===== src/rtl/rwalk_pkg.sv =====
package rwalk_pkg;

    localparam int VA_W    = 64;
    localparam int PAGE_W  = 52;   // EA bits 63:12
    localparam int PID_W   = 32;
    localparam int ENT_W   = 64;
    localparam int BASE_W  = 48;   // entry bits 55:8
    localparam int SHIFT_W = 7;
    localparam int SIZE_W  = 5;

    typedef enum logic [2:0] {
        ST_IDLE,
        ST_PRTBL_READ,
        ST_SEG_CHECK,
        ST_LOOKUP,
        ST_WAIT_MEM,
        ST_FINISH
    } walk_state_e;

    typedef enum logic [1:0] {
        RES_OK,
        RES_SEG,
        RES_INVALID,
        RES_BADTREE
    } walk_result_e;

    // Run of n ones starting at bit 0 (saturates at 64)
    function automatic logic [63:0] low_ones(input logic [SHIFT_W-1:0] n);
        logic [63:0] m;
        for (int i = 0; i < 64; i++) begin
            m[i] = (i < int'(n));
        end
        return m;
    endfunction

endpackage


===== src/rtl/rwalk_addr_gen.sv =====
module rwalk_addr_gen
    import rwalk_pkg::*;
(
    input  logic                 hv_mode,     // EA bit 63
    input  logic [49:0]          ea_idx,      // EA bits 61:12
    input  logic [PID_W-1:0]     pid,
    input  logic [43:0]          ptab_base,
    input  logic [4:0]           ptab_size,
    input  logic [BASE_W-1:0]    dir_base,    // level base bits 55:8
    input  logic [SIZE_W-1:0]    lvl_size,
    input  logic [SHIFT_W-1:0]   shift,
    output logic [VA_W-1:0]      tbl_addr,
    output logic [VA_W-1:0]      dir_addr
);
    logic [PID_W-1:0] eff_pid;
    logic [23:0]      pmask;
    logic [49:0]      shifted;
    logic [15:0]      idx16;
    logic [15:0]      kmask;
    logic [15:0]      base_lo;

    always_comb begin
        eff_pid  = hv_mode ? '0 : pid;
        pmask    = 24'(low_ones({2'b00, ptab_size}));
        tbl_addr = {8'h00, ptab_base[43:24],
                    (ptab_base[23:0] & ~pmask) | (eff_pid[31:8] & pmask),
                    eff_pid[7:0], 4'b0000};

        shifted  = ea_idx >> shift;
        idx16    = 16'(shifted);
        kmask    = 16'(low_ones({2'b00, lvl_size}));
        base_lo  = {dir_base[10:0], 5'b00000};   // base bits 18:3
        dir_addr = {8'h00, dir_base[47:11],
                    (base_lo & ~kmask) | (idx16 & kmask), 3'b000};
    end
endmodule


===== src/rtl/rwalk_seg_check.sv =====
module rwalk_seg_check
    import rwalk_pkg::*;
#(
    parameter int MIN_LVL = 5,
    parameter int MAX_LVL = 16
) (
    input  logic [32:0]          ea_hi,       // EA bits 63:31
    input  logic [4:0]           rts,
    input  logic [SIZE_W-1:0]    root_size,
    output logic                 seg_fault,
    output logic                 size_bad,
    output logic [SHIFT_W-1:0]   start_shift
);
    localparam logic [SHIFT_W-1:0] MIN_V = SHIFT_W'(MIN_LVL);
    localparam logic [SHIFT_W-1:0] MAX_V = SHIFT_W'(MAX_LVL);

    logic [30:0]        fmask;
    logic [SHIFT_W-1:0] limit;
    logic [SHIFT_W-1:0] rsz;

    always_comb begin
        fmask       = 31'(low_ones({2'b00, rts}));
        seg_fault   = (ea_hi[32] ^ ea_hi[31]) | (|(ea_hi[30:0] & ~fmask));
        limit       = {2'b00, rts} + SHIFT_W'(19);
        rsz         = {2'b00, root_size};
        size_bad    = (rsz < MIN_V) || (rsz > MAX_V) || (rsz > limit);
        start_shift = limit - rsz;
    end
endmodule


===== src/rtl/rwalk_entry_eval.sv =====
module rwalk_entry_eval
    import rwalk_pkg::*;
#(
    parameter int MIN_LVL = 5,
    parameter int MAX_LVL = 16
) (
    input  logic [55:0]          ent_body,    // entry bits 55:0
    input  logic [43:0]          ea_mid,      // EA bits 55:12
    input  logic [SHIFT_W-1:0]   shift,
    output logic                 next_bad,
    output logic [SIZE_W-1:0]    next_size,
    output logic [SHIFT_W-1:0]   next_shift,
    output logic [BASE_W-1:0]    next_base,
    output logic [VA_W-1:0]      real_addr
);
    localparam logic [SHIFT_W-1:0] MIN_V = SHIFT_W'(MIN_LVL);
    localparam logic [SHIFT_W-1:0] MAX_V = SHIFT_W'(MAX_LVL);

    logic [SHIFT_W-1:0] nsz;
    logic [43:0]        fmask;

    always_comb begin
        next_size  = ent_body[4:0];
        nsz        = {2'b00, next_size};
        next_bad   = (nsz < MIN_V) || (nsz > MAX_V) || (nsz > shift);
        next_shift = shift - nsz;
        next_base  = ent_body[55:8];
        fmask      = 44'(low_ones(shift));
        real_addr  = {8'h00, (ent_body[55:12] & ~fmask) | (ea_mid & fmask),
                      ent_body[11:0]};
    end
endmodule


===== src/rtl/rwalk_top.sv =====
module rwalk_top
    import rwalk_pkg::*;
#(
    parameter int MIN_LVL = 5,
    parameter int MAX_LVL = 16
) (
    input  logic                 clk,
    input  logic                 rst_n,
    input  logic                 start,
    input  logic [PAGE_W-1:0]    ea_page,
    input  logic [PID_W-1:0]     pid,
    input  logic [43:0]          ptab_base,
    input  logic [4:0]           ptab_size,
    output logic                 mem_req,
    output logic [VA_W-1:0]      mem_addr,
    input  logic                 mem_ack,
    input  logic [ENT_W-1:0]     mem_rdata,
    output logic                 done,
    output logic                 done_ok,
    output logic                 err_seg,
    output logic                 err_invalid,
    output logic                 err_badtree,
    output logic [VA_W-1:0]      real_addr,
    output logic [ENT_W-1:0]     leaf_pte
);
    walk_state_e  state_q, state_d;
    walk_result_e result_q;

    logic [PAGE_W-1:0]  page_q;
    logic [PID_W-1:0]   pid_q;
    logic [43:0]        tbase_q;
    logic [4:0]         tsize_q;
    logic [4:0]         rts_q;
    logic [SIZE_W-1:0]  size_q;
    logic [SHIFT_W-1:0] shift_q;
    logic [BASE_W-1:0]  base_q;
    logic [VA_W-1:0]    addr_q;
    logic               root_rd_q;
    logic [VA_W-1:0]    real_q;
    logic [ENT_W-1:0]   pte_q;

    logic [VA_W-1:0]    tbl_addr, dir_addr;
    logic               seg_fault, size_bad;
    logic [SHIFT_W-1:0] start_shift;
    logic               next_bad;
    logic [SIZE_W-1:0]  next_size;
    logic [SHIFT_W-1:0] next_shift;
    logic [BASE_W-1:0]  next_base;
    logic [VA_W-1:0]    leaf_real;
    logic               ent_valid, ent_leaf;

    assign ent_valid = mem_rdata[63];
    assign ent_leaf  = mem_rdata[62];

    rwalk_addr_gen u_addr (
        .hv_mode   (page_q[51]),
        .ea_idx    (page_q[49:0]),
        .pid       (pid_q),
        .ptab_base (tbase_q),
        .ptab_size (tsize_q),
        .dir_base  (base_q),
        .lvl_size  (size_q),
        .shift     (shift_q),
        .tbl_addr  (tbl_addr),
        .dir_addr  (dir_addr)
    );

    rwalk_seg_check #(.MIN_LVL(MIN_LVL), .MAX_LVL(MAX_LVL)) u_seg (
        .ea_hi       (page_q[51:19]),
        .rts         (rts_q),
        .root_size   (size_q),
        .seg_fault   (seg_fault),
        .size_bad    (size_bad),
        .start_shift (start_shift)
    );

    rwalk_entry_eval #(.MIN_LVL(MIN_LVL), .MAX_LVL(MAX_LVL)) u_ent (
        .ent_body   (mem_rdata[55:0]),
        .ea_mid     (page_q[43:0]),
        .shift      (shift_q),
        .next_bad   (next_bad),
        .next_size  (next_size),
        .next_shift (next_shift),
        .next_base  (next_base),
        .real_addr  (leaf_real)
    );

    // Next-state logic
    always_comb begin
        state_d = state_q;
        unique case (state_q)
            ST_IDLE:       if (start) state_d = ST_PRTBL_READ;
            ST_PRTBL_READ: state_d = ST_WAIT_MEM;
            ST_SEG_CHECK:  state_d = (seg_fault || size_bad) ? ST_FINISH : ST_LOOKUP;
            ST_LOOKUP:     state_d = ST_WAIT_MEM;
            ST_WAIT_MEM: begin
                if (mem_ack) begin
                    if (root_rd_q)                        state_d = ST_SEG_CHECK;
                    else if (!ent_valid || ent_leaf || next_bad) state_d = ST_FINISH;
                    else                                  state_d = ST_LOOKUP;
                end
            end
            ST_FINISH:     state_d = ST_IDLE;
            default:       state_d = ST_IDLE;
        endcase
    end

    // State register and walk context
    always_ff @(posedge clk or negedge rst_n) begin
        if (!rst_n) begin
            state_q   <= ST_IDLE;
            result_q  <= RES_OK;
            page_q    <= '0;
            pid_q     <= '0;
            tbase_q   <= '0;
            tsize_q   <= '0;
            rts_q     <= '0;
            size_q    <= '0;
            shift_q   <= '0;
            base_q    <= '0;
            addr_q    <= '0;
            root_rd_q <= 1'b0;
            real_q    <= '0;
            pte_q     <= '0;
        end else begin
            state_q <= state_d;
            unique case (state_q)
                ST_IDLE: begin
                    if (start) begin
                        page_q  <= ea_page;
                        pid_q   <= pid;
                        tbase_q <= ptab_base;
                        tsize_q <= ptab_size;
                    end
                end
                ST_PRTBL_READ: begin
                    addr_q    <= tbl_addr;
                    root_rd_q <= 1'b1;
                end
                ST_SEG_CHECK: begin
                    if (seg_fault)     result_q <= RES_SEG;
                    else if (size_bad) result_q <= RES_BADTREE;
                    else               shift_q  <= start_shift;
                end
                ST_LOOKUP: begin
                    addr_q    <= dir_addr;
                    root_rd_q <= 1'b0;
                end
                ST_WAIT_MEM: begin
                    if (mem_ack) begin
                        if (root_rd_q) begin
                            rts_q  <= {mem_rdata[62:61], mem_rdata[7:5]};
                            size_q <= mem_rdata[4:0];
                            base_q <= mem_rdata[55:8];
                        end else if (!ent_valid) begin
                            result_q <= RES_INVALID;
                        end else if (ent_leaf) begin
                            result_q <= RES_OK;
                            real_q   <= leaf_real;
                            pte_q    <= mem_rdata;
                        end else if (next_bad) begin
                            result_q <= RES_BADTREE;
                        end else begin
                            shift_q <= next_shift;
                            size_q  <= next_size;
                            base_q  <= next_base;
                        end
                    end
                end
                ST_FINISH: ;
                default: ;
            endcase
        end
    end

    // Outputs
    always_comb begin
        mem_req     = (state_q == ST_WAIT_MEM);
        mem_addr    = addr_q;
        done        = (state_q == ST_FINISH);
        done_ok     = done && (result_q == RES_OK);
        err_seg     = done && (result_q == RES_SEG);
        err_invalid = done && (result_q == RES_INVALID);
        err_badtree = done && (result_q == RES_BADTREE);
        real_addr   = real_q;
        leaf_pte    = pte_q;
    end
endmodule


===== config.mk =====
export PLATFORM = sky130hd
export DESIGN_NAME = rwalk_top
export DESIGN_NICKNAME = d
export VERILOG_FILES = /design/src/rtl/rwalk_pkg.sv /design/src/rtl/rwalk_addr_gen.sv /design/src/rtl/rwalk_seg_check.sv /design/src/rtl/rwalk_entry_eval.sv /design/src/rtl/rwalk_top.sv
export SDC_FILE = /design/constraint.sdc
export NUM_CORES = 1
export LEC_CHECK = 0
export BUFFER_PORTS_ARGS = -buffer_cell sky130_fd_sc_hd__buf_4
export CAP_MARGIN = 0
export CORE_UTILIZATION = 50
export CTS_CLUSTER_DIAMETER = 200
export DETAILED_ROUTE_END_ITERATION = 7
export PLACE_DENSITY = 0.74
export SLEW_MARGIN = 20
export SYNTH_ARGS = -nofsm -noshare
export SYNTH_HDL_FRONTEND = slang
export SYNTH_SLANG_ARGS = --single-unit

===== constraint.sdc =====
create_clock -name clk -period 3.91 [get_ports clk]
set_input_delay 0.5865 -clock clk [delete_from_list [all_inputs] [get_ports clk]]
set_output_delay 0.5865 -clock clk [all_outputs]
set_load 0.1 [all_outputs]

# Word level (Yosys, flattened, before mapping)
# Cells that the tools add are included.
[word_totals] output_inout_bits=198 elab_cells=235 reg_bits=387 inputBits=201
[op_classes] mux=33 n_reduce_logical=26 eq_ne=20 n_shift=1 bitwise_logic=17 n_lt_le_gt_ge=121 n_addsub=3
[op_table] operator="$mux W48" n=4
[op_table] operator="$pmux W64 S2" n=1
[op_table] operator="$lt A4 B5 Y1 const A" n=24
[op_table] operator="$lt A5 B5 Y1 const A" n=23
[op_table] operator="$lt A5 B7 Y1 const A" n=16
[op_table] operator="$and A44 B44 Y44" n=2
[op_table] operator="$lt A6 B7 Y1 const A" n=12
[op_table] operator="$lt A3 B5 Y1 const A" n=12
[op_table] operator="$lt A4 B7 Y1 const A" n=8
[op_table] operator="$shr A50 B7 Y16" n=1
[op_table] operator="$mux W7" n=7
[op_table] operator="$and A24 B24 Y24" n=2
[op_table] operator="$not A44 Y44" n=1
[op_table] operator="$or A44 B44 Y44" n=1
[op_table] operator="$and A16 B16 Y16" n=2
[op_table] operator="$mux W32" n=1
[op_table] operator="$and A31 B31 Y31" n=1
[op_table] operator="$not A31 Y31" n=1
[op_table] operator="$reduce_or A31 Y1" n=1
[op_table] operator="$lt A1 B5 Y1 const A" n=6
[op_table] operator="$lt A2 B5 Y1 const A" n=6
[op_table] operator="$lt A3 B7 Y1 const A" n=4
[op_table] operator="$not A24 Y24" n=1
[op_table] operator="$or A24 B24 Y24" n=1
[op_table] operator="other kinds (39)" n=83

# Depth between registers and ports, before layout
[depth] depth_word=9 mapped_depth=13 mapped_depth_nobuf=11

# Hierarchy
# From an unflattened synthesis, not the netlist that was laid out.
[hier_totals] hier_cells=2006 area_unflattened_um2=22555.4
[by_module_without_submodules] mod="rwalk_top" area_each_um2=15879.0 cells_each=1142 instances=1 seq_area_each_um2=9884.5
[by_module_without_submodules] mod="rwalk_addr_gen" area_each_um2=4182.8 cells_each=504 instances=1 seq_area_each_um2=0.0
[by_module_without_submodules] mod="rwalk_entry_eval" area_each_um2=1742.9 cells_each=246 instances=1 seq_area_each_um2=0.0
[by_module_without_submodules] mod="rwalk_seg_check" area_each_um2=750.7 cells_each=114 instances=1 seq_area_each_um2=0.0

# Least setup slack after synthesis
# No wires, ideal clock.
[synth_path] kind="register to output" start="register state_q[2]" end="output port err_seg" path_stages_with_launch=5 arrival_time_ns=3.034 required_time_ns=3.323 slack_ns=0.289 n_path_buf=1 cell_sequence="dfrtp_1 buf_2 nor2b_1 nand2_1 nor3b_1"
[synth_between] elab_chain_cells=2
[synth_lines] item="from (decl)" line="rwalk_top.sv:26" rtl="walk_state_e state_q, state_d;"
[synth_lines] item="from (signal assigned)" line="rwalk_top.sv:126" rtl="state_q <= state_d;"
[synth_lines] item="$eq A3 B3 Y1" line="rwalk_top.sv:180" rtl="done = (state_q == ST_FINISH);"
[synth_lines] item="$logic_and A1 B1 Y1" line="rwalk_top.sv:182" rtl="err_seg = done && (result_q == RES_SEG);"
[synth_lines] item="to (decl)" line="rwalk_top.sv:20" rtl="output logic err_seg,"
# No other way between the ends.

# Worst setup path after layout
[layout_path] start="register state_q[1]" end="output port mem_req"
[layout_between] elab_chain_cells=1
[layout_lines] item="$eq A3 B3 Y1" line="rwalk_top.sv:178" rtl="mem_req = (state_q == ST_WAIT_MEM);"
[layout_lines] item="to (decl)" line="rwalk_top.sv:14" rtl="output logic mem_req,"
# No other way between the ends.

==> flow_summary.yaml <==
timing:
  period_share_pct: 87.31
  tightest_slew_ns: 1.005
  fin_ws_ns: 0.4960
  fmax_mhz: 292.9
  fin_hold_ws_ns: 0.1286
  slew_headroom_pct: 32.49
  period_minus_slack_ns: 3.414
  maxSlewViolCount: 0
  worst_clock_skew_ns: 0.02807
  hold_viol: 0
  setup_viol: 0
  setup_tns_ns: 0
  rsz0062_at_grt: "no"
clock_tree:
  cts-buffers-inserted: 41
  h-tree-depth: 2
  path_clk_slew_ns: 0.06
  cts_tree: "done"
  clockRootBuffer: "clkbuf_16"
  cts_setup_buffers: 0
  ctsHoldBuffers: 0
  cts.sinks: 364
  cts_buffer_depth: 3
  cts_resized: 0
  clk_latency_ns: 0.56
global_routing:
  grt_first_pass_wirelength_um: 93180
  antenna_found_initial: 2
  gr-total-overflow: 0
  track_usage_pct: 31.47
  grt_max_degree: 121
  use_met3_pct: 6.799
  grt_pass1_vias: 15330
  grt.busiest_layer: "met2"
  use_met1_pct: 43.47
  grt.met2_usage_pct: 48.58
synthesis:
  syn_area_um2: 19380
  synthCells: 1740
  yosysSeqAreaShare_pct: 47.00
  synth_common_cells: "dfrtp_1 (364), mux2_2 (251), a21oi_1 (146), nand2_1 (142), nor2_1 (119)"
  ys_ff_latch: 364
  synth_edf_count: 0
  synth.largest_area_cell: "dfrtp_1"
  synth_area_leaders: "dfrtp_1 (47%), mux2_2 (15%), mux4_2 (6.6%)"
  synth_ff_type: "dfrtp_1"
  yosys_warnings: 0
  synth.most_common_cell: "dfrtp_1"
  avgSynthCellArea_um2: 11.14
  yosys.area.top_type_share_pct: 47.00
  async_flop_share_pct: 100.0
  ys_types: 66
placed_design:
  hpwlAfterDp_um: 44740
  pre_cts_ws_ns: 0.9111
  port_buffers: 379
  globalplace.congestion: 0.9594
  placed_cell_area_um2: 22530
floorplanning:
  die_x_um: 198.9
  initial_utilization_pct: 51.10
  core-area_um2: 37930
  ioPinCount: 399
  die_area_um2: 39560
  die_h_um: 198.9
  rows: 71
setup_path:
  crit_buf_inv: 2
  r2r_cells: 6
  path_class: "reg2out"
  crit_required_ns: 3.32
  critical_path_arrival_ns: 2.83
  reg2reg_from: "shift_q[0]$_DFFE_PN0P_"
  path_depth: 4
  end_kind: "primary output"
  cp_top_family: "buffers and inverters"
  path_max_fanout: 26
  slowest_delay_ns: 0.67
  slowest_stage: "dfrtp_4"
  worstPathCellList: "nor2b_1 -> nand2_1 -> inv_1 -> buf_4"
  worstSetupStartpoint: "state_q[1]$_DFFE_PN0P_"
  startpoint_type: "flop"
cells_and_area:
  area_growth_pct: 23.34
  nets: 2266
  drive_gt1_share_pct: 39.03
  stdcell_area_um2: 23910
detailed_routing:
  avgRoutedWirePerCell_um: 23.70
  vias: 15520
  routed_via_density: 5.980
  drtIter0Drc: 1103
  firstDrtPassIters: 5
  ant_nets: 0
  drc: 0
  drt-total-wl_um: 61530
min_path:
  min_path_type: "in2async"
job:
  drv_cap: 0
status:
  status: "finished clean"
## metal layers
layer | vias to the layer above | share of wire (%)
met4 | 0 | 3.6
met2 | 771 | 46
li1 | 6907 | -
met3 | 120 | 9.1
met1 | 7726 | 42
met5 | - | 0
## worst register-to-register path, stage by stage (launching register included)
cell,delay (ns)
dfrtp_4,0.79
buf_12,0.33
mux4_2,0.57
mux4_2,0.51
a221oi_1,0.34
a221oi_1,0.13
a211o_1,0.24
## kinds of logic after synthesis
kind of cell	after synthesis	synth area share, %
mux	416	26.78
simple gates	374	8.631
compound gates	372	11.41
flops	364	47.00
buf+inv	188	4.680
fa+ha+maj	16	1.072
xor+xnor	9	0.4067
other cells	1	0.01935
## cells in the final DEF, fill, tap and decap left out, types with 22 or more instances in the layout
master / instances
a21oi_1: 146
buf_4: 401
clkbuf_16: 41
dfrtp_1: 359
inv_1: 26
mux2_2: 251
mux2i_1: 108
mux4_2: 57
nand2_1: 141
nor2_1: 117
nor3_1: 22
o21ai_0: 108
## registers in the layout, summed over array words and instances (netlist names)
signal,count
tbase_q,44
mem_addr,53
shift_q,7
real_addr,44
root_rd_q,1
page_q,52
base_q,48
tsize_q,5
leaf_pte,63
state_q,3
rts_q,5
pid_q,32
size_q,5
result_q,2
## worst paths after layout
path	endpoint	slack (ns)
setup reg to reg	mem_addr[14]$_DFFE_PN0P_	0.89
max in group asynchronous	leaf_pte[32]$_DFFE_PN0P_	2.77
setup / recovery	mem_req	0.50
hold / removal	leaf_pte[62]$_DFFE_PN0P_	0.13
hold reg to reg	mem_addr[33]$_DFFE_PN0P_	0.48
min in group clk	tsize_q[3]$_DFFE_PN0P_	0.24
## layout make-up
| class | count | area, um^2 |
|---|---|---|
| diodes | 2 | 5.005 |
| clock buffers | 60 | 1257 |
| clock inverters | 14 | 111.4 |
| fillers | 3075 | 14030 |
| inverters | 28 | 105.1 |
| multi-input cells | 1206 | 9460 |
| flip-flops and latches | 364 | 9123 |
| well taps | 511 | 639.4 |
| repair buffers | 411 | 3206 |
## metrics by stage
step | cells | util [%]
2_1_floorplan | 1758 | -
3_3_place_gp | 2520 | 59.40
3_5_place_dp | 2520 | 59.40
4_1_cts | 2594 | 63.01
5_1_grt | 2596 | 63.02
6_report | 2596 | 63.02
Power is left out: the tool's default activity adds up to more than one toggle a clock period on the data nets, which glitch-free logic cannot reach.
